File: config.mk
export PLATFORM = sky130hd
export DESIGN_NAME = dacc_unit
export DESIGN_NICKNAME = d
export VERILOG_FILES = /design/src/rtl/dacc_pkg.sv /design/src/rtl/dacc_logic.sv /design/src/rtl/dacc_regs.sv /design/src/rtl/dacc_xfer.sv /design/src/rtl/dacc_unit.sv
export SDC_FILE = /design/constraint.sdc
export NUM_CORES = 1
export LEC_CHECK = 0
export ABC_AREA = 0
export CELL_PAD_IN_SITES_DETAIL_PLACEMENT = 1
export CELL_PAD_IN_SITES_GLOBAL_PLACEMENT = 2
export CORE_MARGIN = 3
export CORE_UTILIZATION = 39
export DETAILED_ROUTE_END_ITERATION = 16
export DONT_BUFFER_PORTS = 1
export PLACE_DENSITY = 0.9
export SLEW_MARGIN = 15
export SYNTH_ARGS = -nofsm -noshare
export SYNTH_HDL_FRONTEND = slang
export SYNTH_SLANG_ARGS = --single-unit
File: constraint.sdc
create_clock -name clk -period 3.41 [get_ports clk]
set_clock_uncertainty 0.1 [all_clocks]
set_input_delay 0.341 -clock clk [delete_from_list [all_inputs] [get_ports clk]]
set_output_delay 0.341 -clock clk [all_outputs]
set_load 0.02 [all_outputs]
File: src/rtl/dacc_pkg.sv
// Package: command codes shared by the accumulator logic unit and its bench.
// Assumes a 4-bit command field; codes 7..15 are reserved and act as no-ops.
package dacc_pkg;
    typedef enum logic [3:0] {
        OP_NOP  = 4'd0,
        OP_LOAD = 4'd1,
        OP_AND  = 4'd2,
        OP_OR   = 4'd3,
        OP_XOR  = 4'd4,
        OP_INV  = 4'd5,
        OP_XFER = 4'd6
    } dacc_op_e;
endpackage

File: src/rtl/dacc_logic.sv
// Bitwise combine unit: splits the accumulators into lanes of LANE_W bits.
// Lane 0 is always active. Upper lanes are active only in full-width mode;
// an inactive lane passes the primary accumulator through unchanged.
// Assumes DATA_W is a multiple of LANE_W. Purely combinational.
module dacc_logic
    import dacc_pkg::*;
#(
    parameter int unsigned DATA_W = 32,
    parameter int unsigned LANE_W = 16
) (
    input  dacc_op_e           op,
    input  logic               full_width,
    input  logic [DATA_W-1:0]  prim,
    input  logic [DATA_W-1:0]  sec,
    output logic [DATA_W-1:0]  result
);
    localparam int unsigned LANES = DATA_W / LANE_W;

    for (genvar g = 0; g < LANES; g++) begin : g_lane
        logic [LANE_W-1:0] p_l;
        logic [LANE_W-1:0] s_l;
        logic [LANE_W-1:0] r_l;
        logic              lane_on;

        assign p_l     = prim[g*LANE_W +: LANE_W];
        assign s_l     = sec[g*LANE_W +: LANE_W];
        assign lane_on = (g == 0) || full_width;

        // Per-lane function select; no bit crosses into its neighbour.
        always_comb begin
            case (op)
                OP_AND:  r_l = s_l & p_l;
                OP_OR:   r_l = s_l | p_l;
                OP_XOR:  r_l = s_l ^ p_l;
                OP_INV:  r_l = ~p_l;
                default: r_l = p_l;
            endcase
        end

        assign result[g*LANE_W +: LANE_W] = lane_on ? r_l : p_l;
    end
endmodule

File: src/rtl/dacc_regs.sv
// Accumulator pair. A load shifts primary into secondary and captures the
// new value; a logic write replaces primary only. Assumes load and logic
// writes are never requested together (the decoder guarantees it).
module dacc_regs #(
    parameter int unsigned DATA_W = 32
) (
    input  logic              clk,
    input  logic              rst_n,
    input  logic              load_en,
    input  logic [DATA_W-1:0] load_val,
    input  logic              calc_en,
    input  logic [DATA_W-1:0] calc_val,
    output logic [DATA_W-1:0] prim,
    output logic [DATA_W-1:0] sec
);
    // Primary accumulator: new operand on load, result on a logic write.
    always_ff @(posedge clk) begin
        if (!rst_n)       prim <= '0;
        else if (load_en) prim <= load_val;
        else if (calc_en) prim <= calc_val;
    end

    // Secondary accumulator: receives the old primary value on each load.
    always_ff @(posedge clk) begin
        if (!rst_n)       sec <= '0;
        else if (load_en) sec <= prim;
    end

    AST_LOAD_SHIFT: assert property (@(posedge clk) disable iff (!rst_n)
        load_en |=> sec == $past(prim));
    AST_LOAD_VALUE: assert property (@(posedge clk) disable iff (!rst_n)
        load_en |=> prim == $past(load_val));
    AST_CALC_KEEPS_SEC: assert property (@(posedge clk) disable iff (!rst_n)
        calc_en && !load_en |=> $stable(sec));
    AST_IDLE_HOLD: assert property (@(posedge clk) disable iff (!rst_n)
        !load_en && !calc_en |=> $stable(prim) && $stable(sec));
endmodule

File: src/rtl/dacc_xfer.sv
// Output stage: on a transfer, registers the primary accumulator masked to
// the chosen width and raises the write strobe for one cycle. Between
// transfers the presented data is held.
module dacc_xfer #(
    parameter int unsigned DATA_W = 32
) (
    input  logic              clk,
    input  logic              rst_n,
    input  logic              xfer_en,
    input  logic [DATA_W-1:0] width_mask,
    input  logic [DATA_W-1:0] prim,
    output logic [DATA_W-1:0] out_data,
    output logic              out_wr
);
    // Capture the masked accumulator on a transfer; hold it otherwise.
    always_ff @(posedge clk) begin
        if (!rst_n)       out_data <= '0;
        else if (xfer_en) out_data <= prim & width_mask;
    end

    // The strobe follows the transfer request by one cycle.
    always_ff @(posedge clk) begin
        if (!rst_n) out_wr <= 1'b0;
        else        out_wr <= xfer_en;
    end

    AST_XFER_STROBE: assert property (@(posedge clk) disable iff (!rst_n)
        xfer_en |=> out_wr);
    AST_OUT_HOLD: assert property (@(posedge clk) disable iff (!rst_n)
        !xfer_en |=> !out_wr && $stable(out_data));
endmodule

File: src/rtl/dacc_unit.sv
// Top of the dual accumulator word logic unit. Decodes one command per
// cycle, builds the width mask, and wires the combine unit, the
// accumulator pair and the output stage. Assumes DATA_W = 2 * WORD_W.
module dacc_unit
    import dacc_pkg::*;
#(
    parameter int unsigned DATA_W = 32,
    parameter int unsigned WORD_W = 16
) (
    input  logic              clk,
    input  logic              rst_n,
    input  logic              cmd_valid,
    input  logic [3:0]        cmd_op,
    input  logic              cmd_dword,
    input  logic [DATA_W-1:0] cmd_operand,
    output logic [DATA_W-1:0] out_data,
    output logic              out_wr
);
    localparam logic [DATA_W-1:0] WORD_MASK = {{(DATA_W-WORD_W){1'b0}}, {WORD_W{1'b1}}};

    dacc_op_e          op;
    logic              load_en;
    logic              calc_en;
    logic              xfer_en;
    logic [DATA_W-1:0] width_mask;
    logic [DATA_W-1:0] prim;
    logic [DATA_W-1:0] sec;
    logic [DATA_W-1:0] calc_val;

    // Command decode: one action per valid cycle, reserved codes ignored.
    always_comb begin
        op      = dacc_op_e'(cmd_op);
        load_en = cmd_valid && (cmd_op == OP_LOAD);
        calc_en = cmd_valid && (cmd_op == OP_AND || cmd_op == OP_OR ||
                                cmd_op == OP_XOR || cmd_op == OP_INV);
        xfer_en = cmd_valid && (cmd_op == OP_XFER);
    end

    assign width_mask = cmd_dword ? {DATA_W{1'b1}} : WORD_MASK;

    dacc_logic #(.DATA_W(DATA_W), .LANE_W(WORD_W)) u_logic (
        .op         (op),
        .full_width (cmd_dword),
        .prim       (prim),
        .sec        (sec),
        .result     (calc_val)
    );

    dacc_regs #(.DATA_W(DATA_W)) u_regs (
        .clk      (clk),
        .rst_n    (rst_n),
        .load_en  (load_en),
        .load_val (cmd_operand & width_mask),
        .calc_en  (calc_en),
        .calc_val (calc_val),
        .prim     (prim),
        .sec      (sec)
    );

    dacc_xfer #(.DATA_W(DATA_W)) u_xfer (
        .clk        (clk),
        .rst_n      (rst_n),
        .xfer_en    (xfer_en),
        .width_mask (width_mask),
        .prim       (prim),
        .out_data   (out_data),
        .out_wr     (out_wr)
    );

    AST_WORD_UPPER_KEEP: assert property (@(posedge clk) disable iff (!rst_n)
        calc_en && !cmd_dword |=> prim[DATA_W-1:WORD_W] == $past(prim[DATA_W-1:WORD_W]));
    AST_XFER_KEEPS_ACC: assert property (@(posedge clk) disable iff (!rst_n)
        xfer_en |=> $stable(prim) && $stable(sec));
endmodule

## Word-level counts from Yosys, hierarchy flattened

Cells that the tools add are included.

| storage, ports and cells | value |
|---|---|
| flip-flop bits (word level) | 97 |
| output and inout bits | 33 |
| word-level logic and storage cells | 38 |

| cells by class | value |
|---|---|
| equality and inequality tests | 6 |
| mux-type cells | 6 |
| bitwise operators | 10 |
| reductions and logical operators | 11 |

Operators by type and width:

| kind | count |
|---|---|
| $pmux W16 S4 | 2 |
| $mux W32 | 3 |
| $and A32 B32 Y32 | 2 |
| $and A16 B16 Y16 | 2 |
| $not A16 Y16 | 2 |
| $or A16 B16 Y16 | 2 |
| $xor A16 B16 Y16 | 2 |
| $mux W16 | 1 |
| $eq A4 B3 Y1 const B | 3 |
| $eq A4 B2 Y1 const B | 2 |
| $reduce_bool A5 Y1 | 1 |
| $eq A4 B1 Y1 const B | 1 |
| $reduce_bool A2 Y1 | 2 |
| $logic_and A1 B1 Y1 | 3 |
| $logic_or A1 B1 Y1 | 3 |
| $reduce_and A3 Y1 | 1 |
| $reduce_and A2 Y1 | 1 |

## Logic depth before layout (Yosys ltp)

Gate-level depths: netlist of the first run.

| depth | value |
|---|---|
| depth after elaboration | 7 |
| gate-level depth with buffers | 8 |

## By module

From an unflattened synthesis of the first run, not the netlist that was laid out.

| second synthesis, totals | value |
|---|---|
| cells, all modules | 780 |
| area total of the unflattened synthesis | 6981.7 µm² |

Modules (own cells, without submodules):

| module | times used | cells an instance | area an instance (µm²) | seq. area each (µm²) |
|---|---|---|---|---|
| dacc_regs | 1 | 246 | 2965.3 | 1281.2 |
| dacc_logic | 1 | 367 | 2529.9 | 0.0 |
| dacc_xfer | 1 | 143 | 1305.0 | 660.6 |
| dacc_unit | 1 | 24 | 181.4 | 0.0 |

## Worst setup path after synthesis of the first run

No wires, ideal clock.

| timing | value |
|---|---|
| path type | in2reg |
| from | in cmd_op[1] |
| to | reg u_xfer.out_data[22] |
| data arrival time | 1.620 ns |
| path slack | 1.573 ns |
| cell stages on the path | 8 |
| buffers on the path | 4 |
| cells stage by stage | buf_2 > nand2_1 > or3_1 > buf_2 > and2_4 > buf_6 > buf_6 > a22o_1 |

| between the ends | value |
|---|---|
| word-level cells in the longest chain between the ends | 2 |

Ends and longest elaborated chain:

| item | RTL line | text |
|---|---|---|
| start: declaration | dacc_unit.sv:13 | `input logic [3:0] cmd_op,` |
| $eq A4 B3 Y1 | dacc_unit.sv:36 | `xfer_en = cmd_valid && (cmd_op == OP_XFER);` |
| $logic_and A1 B1 Y1 | dacc_unit.sv:36 |  |
| end signal: assignment | dacc_xfer.sv:18 | `else if (xfer_en) out_data <= prim & width_mask;` |
| end: declaration | dacc_xfer.sv:12 | `output logic [DATA_W-1:0] out_data,` |

No other way between the ends.
A chain may end at the register's enable or synchronous reset.

## Worst setup path after layout of the first run

| timing | value |
|---|---|
| from | in cmd_op[3] |
| to | reg u_xfer.out_data[28] |

Same word-level chain as after synthesis.

==> results of run 1 <==
placed cells by master, fill, tap and decap left out, types with 2 or more instances in the layout:
master / count
a21o_1: 15
o2111ai_1: 15
nor3_2: 2
nor2_2: 2
nand3_1: 32
o21ai_0: 33
clkbuf_16: 9
buf_4: 12
nor2b_1: 63
a21boi_0: 16
clkbuf_1: 3
or3_1: 2
a221o_1: 16
a32o_1: 15
nand2_1: 99
a31oi_1: 16
dfxtp_1: 97
nor3b_2: 2
a22o_1: 16
ha_1: 64
or2_2: 14
or2_0: 2
a21oi_1: 32
and2_1: 2
inv_1: 66
clkinv_2: 2
power by group through the flow:
stage | clock, mW | combinational, mW | sequential (mW)
2_1_floorplan | 0 | 0.110 | 1.17
3_3_place_gp | 0 | 0.126 | 1.17
3_5_place_dp | 0 | 0.134 | 1.17
4_1_cts | 1.05 | 0.135 | 1.15
5_1_grt | 1.09 | 0.148 | 1.15
6_report | 1.01 | 0.133 | 1.15
per-stage QoR:
step / worst slack, ps / util (%)
final: 1420 / 43.2
after CTS: 1420 / 43.2
after global placement: 1180 / 41.1
after global routing: 1350 / 43.2
after detailed placement: 1050 / 41.1
after floorplan: 1570 / -
sequential cells by signal, summed over array words and instances (netlist names):
name	count
u_xfer.out_data	32
u_xfer.out_wr	1
u_regs.prim	32
u_regs.sec	32
synthesized netlist by cell type, drive strengths merged (16+ instances only):
master  instances  area share (%)
inv            66             4.4
a221o          16             2.8
ha             64              14
buf            24             2.2
nand2          99             6.6
a21boi         16             2.1
nand3          32             2.8
clkbuf         28             1.9
dfxtp          97              34
a22o           16             2.5
nor2b          63             6.9
or2            16             1.8
o21ai          33             2.9
a31oi          17             1.9
a21oi          32             2.8
cells by family (layout without fill, tap and decap cells):
| group | after synthesis | in the layout | share of synthesized area, % |
|---|---|---|---|
| xor gates and xnor gates | 1 | 1 | 0.154 |
| DFF | 97 | 97 | 34.2 |
| muxes | 1 | 1 | 0.176 |
| AOI/OAI and AO/OA | 177 | 177 | 22.3 |
| buffers and inverters | 118 | 94 | 8.47 |
| adders and majority gates | 64 | 64 | 14.1 |
| and+or+nand+nor | 228 | 228 | 20.6 |
metal layers:
layer / up-vias / track usage [%]
li1: 2287 / -
met3: 21 / 4.63
met4: 0 / 6.06
met2: 86 / 37.5
met5: - / 0
met1: 2375 / 23.6
worst max-delay path: stages:
cell	delay [ps]
nand2b_4	140
or3_1	690
nor2_2	750
a22o_1	250
final cells by class:
class	instances	area, um2	share of cell area, %
repair buffers	12	90.1	1.48
flip-flops and latches	97	1940	32.0
clock inverters	3	40.0	0.660
well taps	180	225	3.71
inverters	66	248	4.08
multi-input cells	471	3270	53.9
clock buffers	13	250	4.12
path summary, 6_finish.rpt:
kind,startpoint,end,slack (ps),cells after the start
setup / recovery,cmd_op[3],u_xfer.out_data[28],1420,4
hold / removal,rst_n,u_xfer.out_wr,20,1
setup reg to reg,u_regs.prim[6],u_regs.prim[6],1610,6
hold reg to reg,u_regs.sec[17],u_regs.sec[17],380,2
==> impl_metrics.yaml, run 1 <==
yosys:
  syn_nets: 790
  syn_inst: 686
  synth_cell_types: 39
  synth_edf_count: 0
  avgSynthCellArea_um2: 8.27
  synth_seq_cells: 97
  synth-seq-area-share_pct: 34.2
  netlist_area_um2: 5670
  ys_warn_count: 0
  synth_ff_type: "dfxtp_1"
  async_reset_ff_share_pct: 0
drt:
  wl_met3_um: 639
  drc_errors: 0
  vias: 4769
  via_per_inst: 5.66
  route.layer.met1.wl_mm: 6.88
  top_layer: "met4"
  ant_nets: 0
  wl_met2_mm: 8.34
  dr.pass1.iters: 4
  drtIter0Drc: 265
  wl_per_cell_um: 19.1
  routed_wirelength_mm: 16.1
placement:
  gp_congestion: 0.735
  placed_cell_area_um2: 5780
  port_buffers: 0
  hpwl_mm: 10.5
  dp_cells: 826
power:
  internal_power_mw: 1.77
  ir_worst_vdd_uv: 219
  p_sw_mw: 0.519
  p_seq_share_pct: 50.0
  fin_total_pwr_mw: 2.29
  p_comb_share_pct: 5.8
  power_per_cell_area_nw_per_um2: 378
  clkPwrFrac_pct: 44.2
  swShare_pct: 22.6
  p_leak_nw: 2.29
critical_path:
  critPathLaunchType: "primary input"
  path_max_fanout: 18
  endpoint_kind: "flop"
  required_ps: 3600
  crit_arrival_ps: 2180
  critPathKind: "in2reg"
clock_network:
  cts_setup_buffers: 0
  cts.path.max_buffers: 2
  numCtsBuffers: 9
  cts_resized: 0
  cts_root_buffer: "clkbuf_16"
  ctsHoldBuffers: 0
  h-tree-depth: 3
  clkTransAtPathRegs_ps: 70
  cts.sinks: 97
  cts_tree: "done"
  clk_latency_ps: 350
final_layout:
  stdcell_count: 842
  area_growth_pct: 6.95
  fillers: 1682
  num_antenna_cells: 0
  layout-drive-gt1-share_pct: 7.55
  final_cell_area_um2: 6070
  finalNetCount: 761
timing:
  fmaxAchievable_ghz: 0.503
  setup_viol: 0
  maxSlewViolCount: 0
  fin_crit_ps: 1990
  timing.hold.ws_ps: 23.3
  grt_setup_unrepaired: "no"
  tns_ps: 0
  fin_crit_sh_pct: 58.3
  hold_viol_final: 0
  tightest_slew_ps: 813
  relSlewSlack_pct: 45.8
global_routing:
  antenna_found_initial: 0
  grt_pass1_vias: 5121
  grt_overflow_total: 0
  grt_max_degree: 68
  grt_pass1_wl_mm: 26.1
  grt_usage_pct: 20.4
die:
  core_um2: 14000
  die_area_um2: 16000
  die_w_um: 127
  core.rowCount: 43
  die_height_um: 127
  start_util_pct: 40.4
  io-pin-count: 73
job:
  drv_cap: 0
min_path:
  hp-class: "in2reg"
status:
  status: "finished, final reports clean"
(Power assumes the default switching activity.)
==> run 2, diff against run 1 <==
--- a/config.mk
+++ b/config.mk
@@ -9,10 +9,10 @@
 export CELL_PAD_IN_SITES_DETAIL_PLACEMENT = 1
 export CELL_PAD_IN_SITES_GLOBAL_PLACEMENT = 2
 export CORE_MARGIN = 3
-export CORE_UTILIZATION = 39
+export CORE_UTILIZATION = 35
 export DETAILED_ROUTE_END_ITERATION = 16
 export DONT_BUFFER_PORTS = 1
-export PLACE_DENSITY = 0.9
+export PLACE_DENSITY = 0.86
 export SLEW_MARGIN = 15
 export SYNTH_ARGS = -nofsm -noshare
 export SYNTH_HDL_FRONTEND = slang
==> constraint.sdc (replaced) <==
create_clock -name clk -period 1.6 [get_ports clk]
set_clock_uncertainty 0.1 [all_clocks]
set_input_delay 0.16 -clock clk [delete_from_list [all_inputs] [get_ports clk]]
set_output_delay 0.16 -clock clk [all_outputs]
set_load 0.02 [all_outputs]
==> run 2 against run 1 <==
Against the previous run:
- design area up 15%
- sequential share of layout area down 3.5 points
- clock power up 130%
- register-to-register slack worse by 1600 ps
- critical path type is now reg2reg
- non-clock buffer count up 76
- routed wire length up 10%
- hold slack worse by 13 ps
- flip-flop and latch count unchanged
- worst setup slack worse by 1400 ps
==> impl_metrics.yaml, run 2 (synthesis gave the netlist of run 1 again) <==
drt:
  drtIter0Drc: 167
  wl_met3_um: 641
  routed_wirelength_mm: 17.8
  top_layer: "met4"
  drc_errors: 0
  wl_per_cell_um: 18.7
  dr.pass1.iters: 4
  wl_met2_mm: 9.08
  via_per_inst: 5.39
  vias: 5118
  ant_nets: 0
  route.layer.met1.wl_mm: 7.74
power:
  p_comb_share_pct: 8.2
  p_leak_nw: 2.74
  swShare_pct: 23.8
  clkPwrFrac_pct: 44.9
  power_per_cell_area_nw_per_um2: 742
  ir_worst_vdd_uv: 619
  p_seq_share_pct: 46.9
  p_sw_mw: 1.23
  internal_power_mw: 3.95
clock_network:
  cts_tree: "done"
  numCtsBuffers: 9
  cts_root_buffer: "clkbuf_16"
  clk_latency_ps: 360
  clkTransAtPathRegs_ps: 70
  cts.path.max_buffers: 2
  cts.sinks: 97
  h-tree-depth: 3
job:
  drv_cap: 0
timing:
  fin_crit_sh_pct: 98.0
  maxSlewViolCount: 0
  grt_setup_unrepaired: "yes"
  fin_crit_ps: 1570
  tightest_slew_ps: 432
  setup_viol: 0
  relSlewSlack_pct: 71.2
  setup_slack_ps: 31.5
  hold_viol_final: 0
  fmaxAchievable_ghz: 0.638
placement:
  dp_slack_ps: -47.5
  hpwl_mm: 11.6
  placed_cell_area_um2: 6230
  gp_congestion: 0.769
  port_buffers: 0
die:
  io-pin-count: 73
  core.rowCount: 45
  die_area_um2: 17800
  core_um2: 15500
  die_w_um: 133
  start_util_pct: 36.5
  die_height_um: 133
critical_path:
  required_ps: 1750
  r2r_setup_slack_ps: 30
  path_max_fanout: 3
  r2r_end: "u_regs.prim[26]"
  critPathLaunchType: "flop"
  endpoint_kind: "flop"
  rr_worst_depth: 6
  critPathKind: "reg2reg"
  rr_startpoint: "u_regs.sec[26]"
  crit_arrival_ps: 1710
final_layout:
  layout-drive-gt1-share_pct: 21.3
  reg_top3: "u_regs.prim: 32 flops, u_regs.sec: 32 flops, u_xfer.out_data: 32 flops"
  num_antenna_cells: 0
  area_growth_pct: 23.2
  fillers: 1855
  layout.cells.most_common: "nand2_1"
  layout_common_cells: "nand2_1, inv_1, ha_1"
  finalNetCount: 837
  final_cell_area_um2: 6990
global_routing:
  grt_overflow_total: 0
  antenna_found_initial: 0
  grt_pass1_vias: 5622
  grt_max_degree: 68
  grt_usage_pct: 20.3
  grt_pass1_wl_mm: 29.2
min_path:
  hp-class: "in2reg"
  min_from: "cmd_operand[7]"
  hold_path_end: "u_regs.prim[7]"
  whs_path_depth: 2
status:
  status: "finished, final reports clean"
## run 2: cell count changes in the layout (fill, tap and decap cells not counted), sizes merged
cell	before	now
buf	12	62
clkbuf	13	12
clkinv	2	1
clkinvlp	0	2
dlygate4sd3	0	26
## run 2: metal layers
metal  vias up  GRT usage (%)
met3        28           4.12
met4         0           6.11
li1       2437              -
met1      2559           23.7
met5         -              0
met2        94           37.5
## run 2: timing repair
action / in CTS / in global routing
endpoints found under the setup margin: 5 / 28
gates resized for setup: 6 / 78
cloned: 0 / 0
hold buffers: 27 / 0
endpoints found under the hold margin: 49 / 0
setup buffers: 0 / 3
pin swaps: 0 / 26
## run 2: worst max-delay path by stage
stage	depth (start not counted)	start	to	slack, ps
floorplan	7	cmd_op[3]	u_xfer.out_data[22]	6
global placement	6	u_regs.sec[6]	u_regs.prim[6]	90
detailed placement	6	u_regs.sec[2]	u_regs.prim[2]	-50
CTS	6	u_regs.sec[20]	u_regs.prim[20]	2
global route	6	u_regs.sec[10]	u_regs.prim[10]	-40
finish	6	u_regs.sec[26]	u_regs.prim[26]	30
## run 2: stage by stage
stage               power, mW  utilization (%)  TNS, ps  cells  hold slack (ps)
finish                   5.19             45.0        0    949             9.87
global placement         2.81             40.1        0    903              193
detailed placement       2.83             40.1    -72.1    903              193
floorplan                2.73                -        0    686              198
global route             5.36             45.0    -44.1    949             17.2
CTS                      5.23             44.0        0    946             1.61
## run 2: critical path, cell delays in order, from the launching register on
cell	delay [ps]
dfxtp_1	360
inv_1	60
ha_1	260
nor2b_1	130
o21ai_1	140
a31oi_1	130
a221o_1	270
## run 2: power by group through the flow
stage / Combinational [mW] / Clock [mW] / Sequential, mW
floorplan: 0.240 / 0 / 2.49
global placement: 0.322 / 0 / 2.49
detailed placement: 0.339 / 0 / 2.49
CTS: 0.416 / 2.38 / 2.43
global route: 0.461 / 2.46 / 2.43
finish: 0.426 / 2.33 / 2.43
## run 2: cell type report
class                   instances  area, um2  area share [%]
well taps                     211        264            3.78
flip-flops and latches         97       1990            28.5
repair buffers                 88        813            11.6
clock inverters                 4       50.0           0.716
clock buffers                  12        267            3.81
inverters                      66        248            3.54
multi-input cells             471       3360            48.1
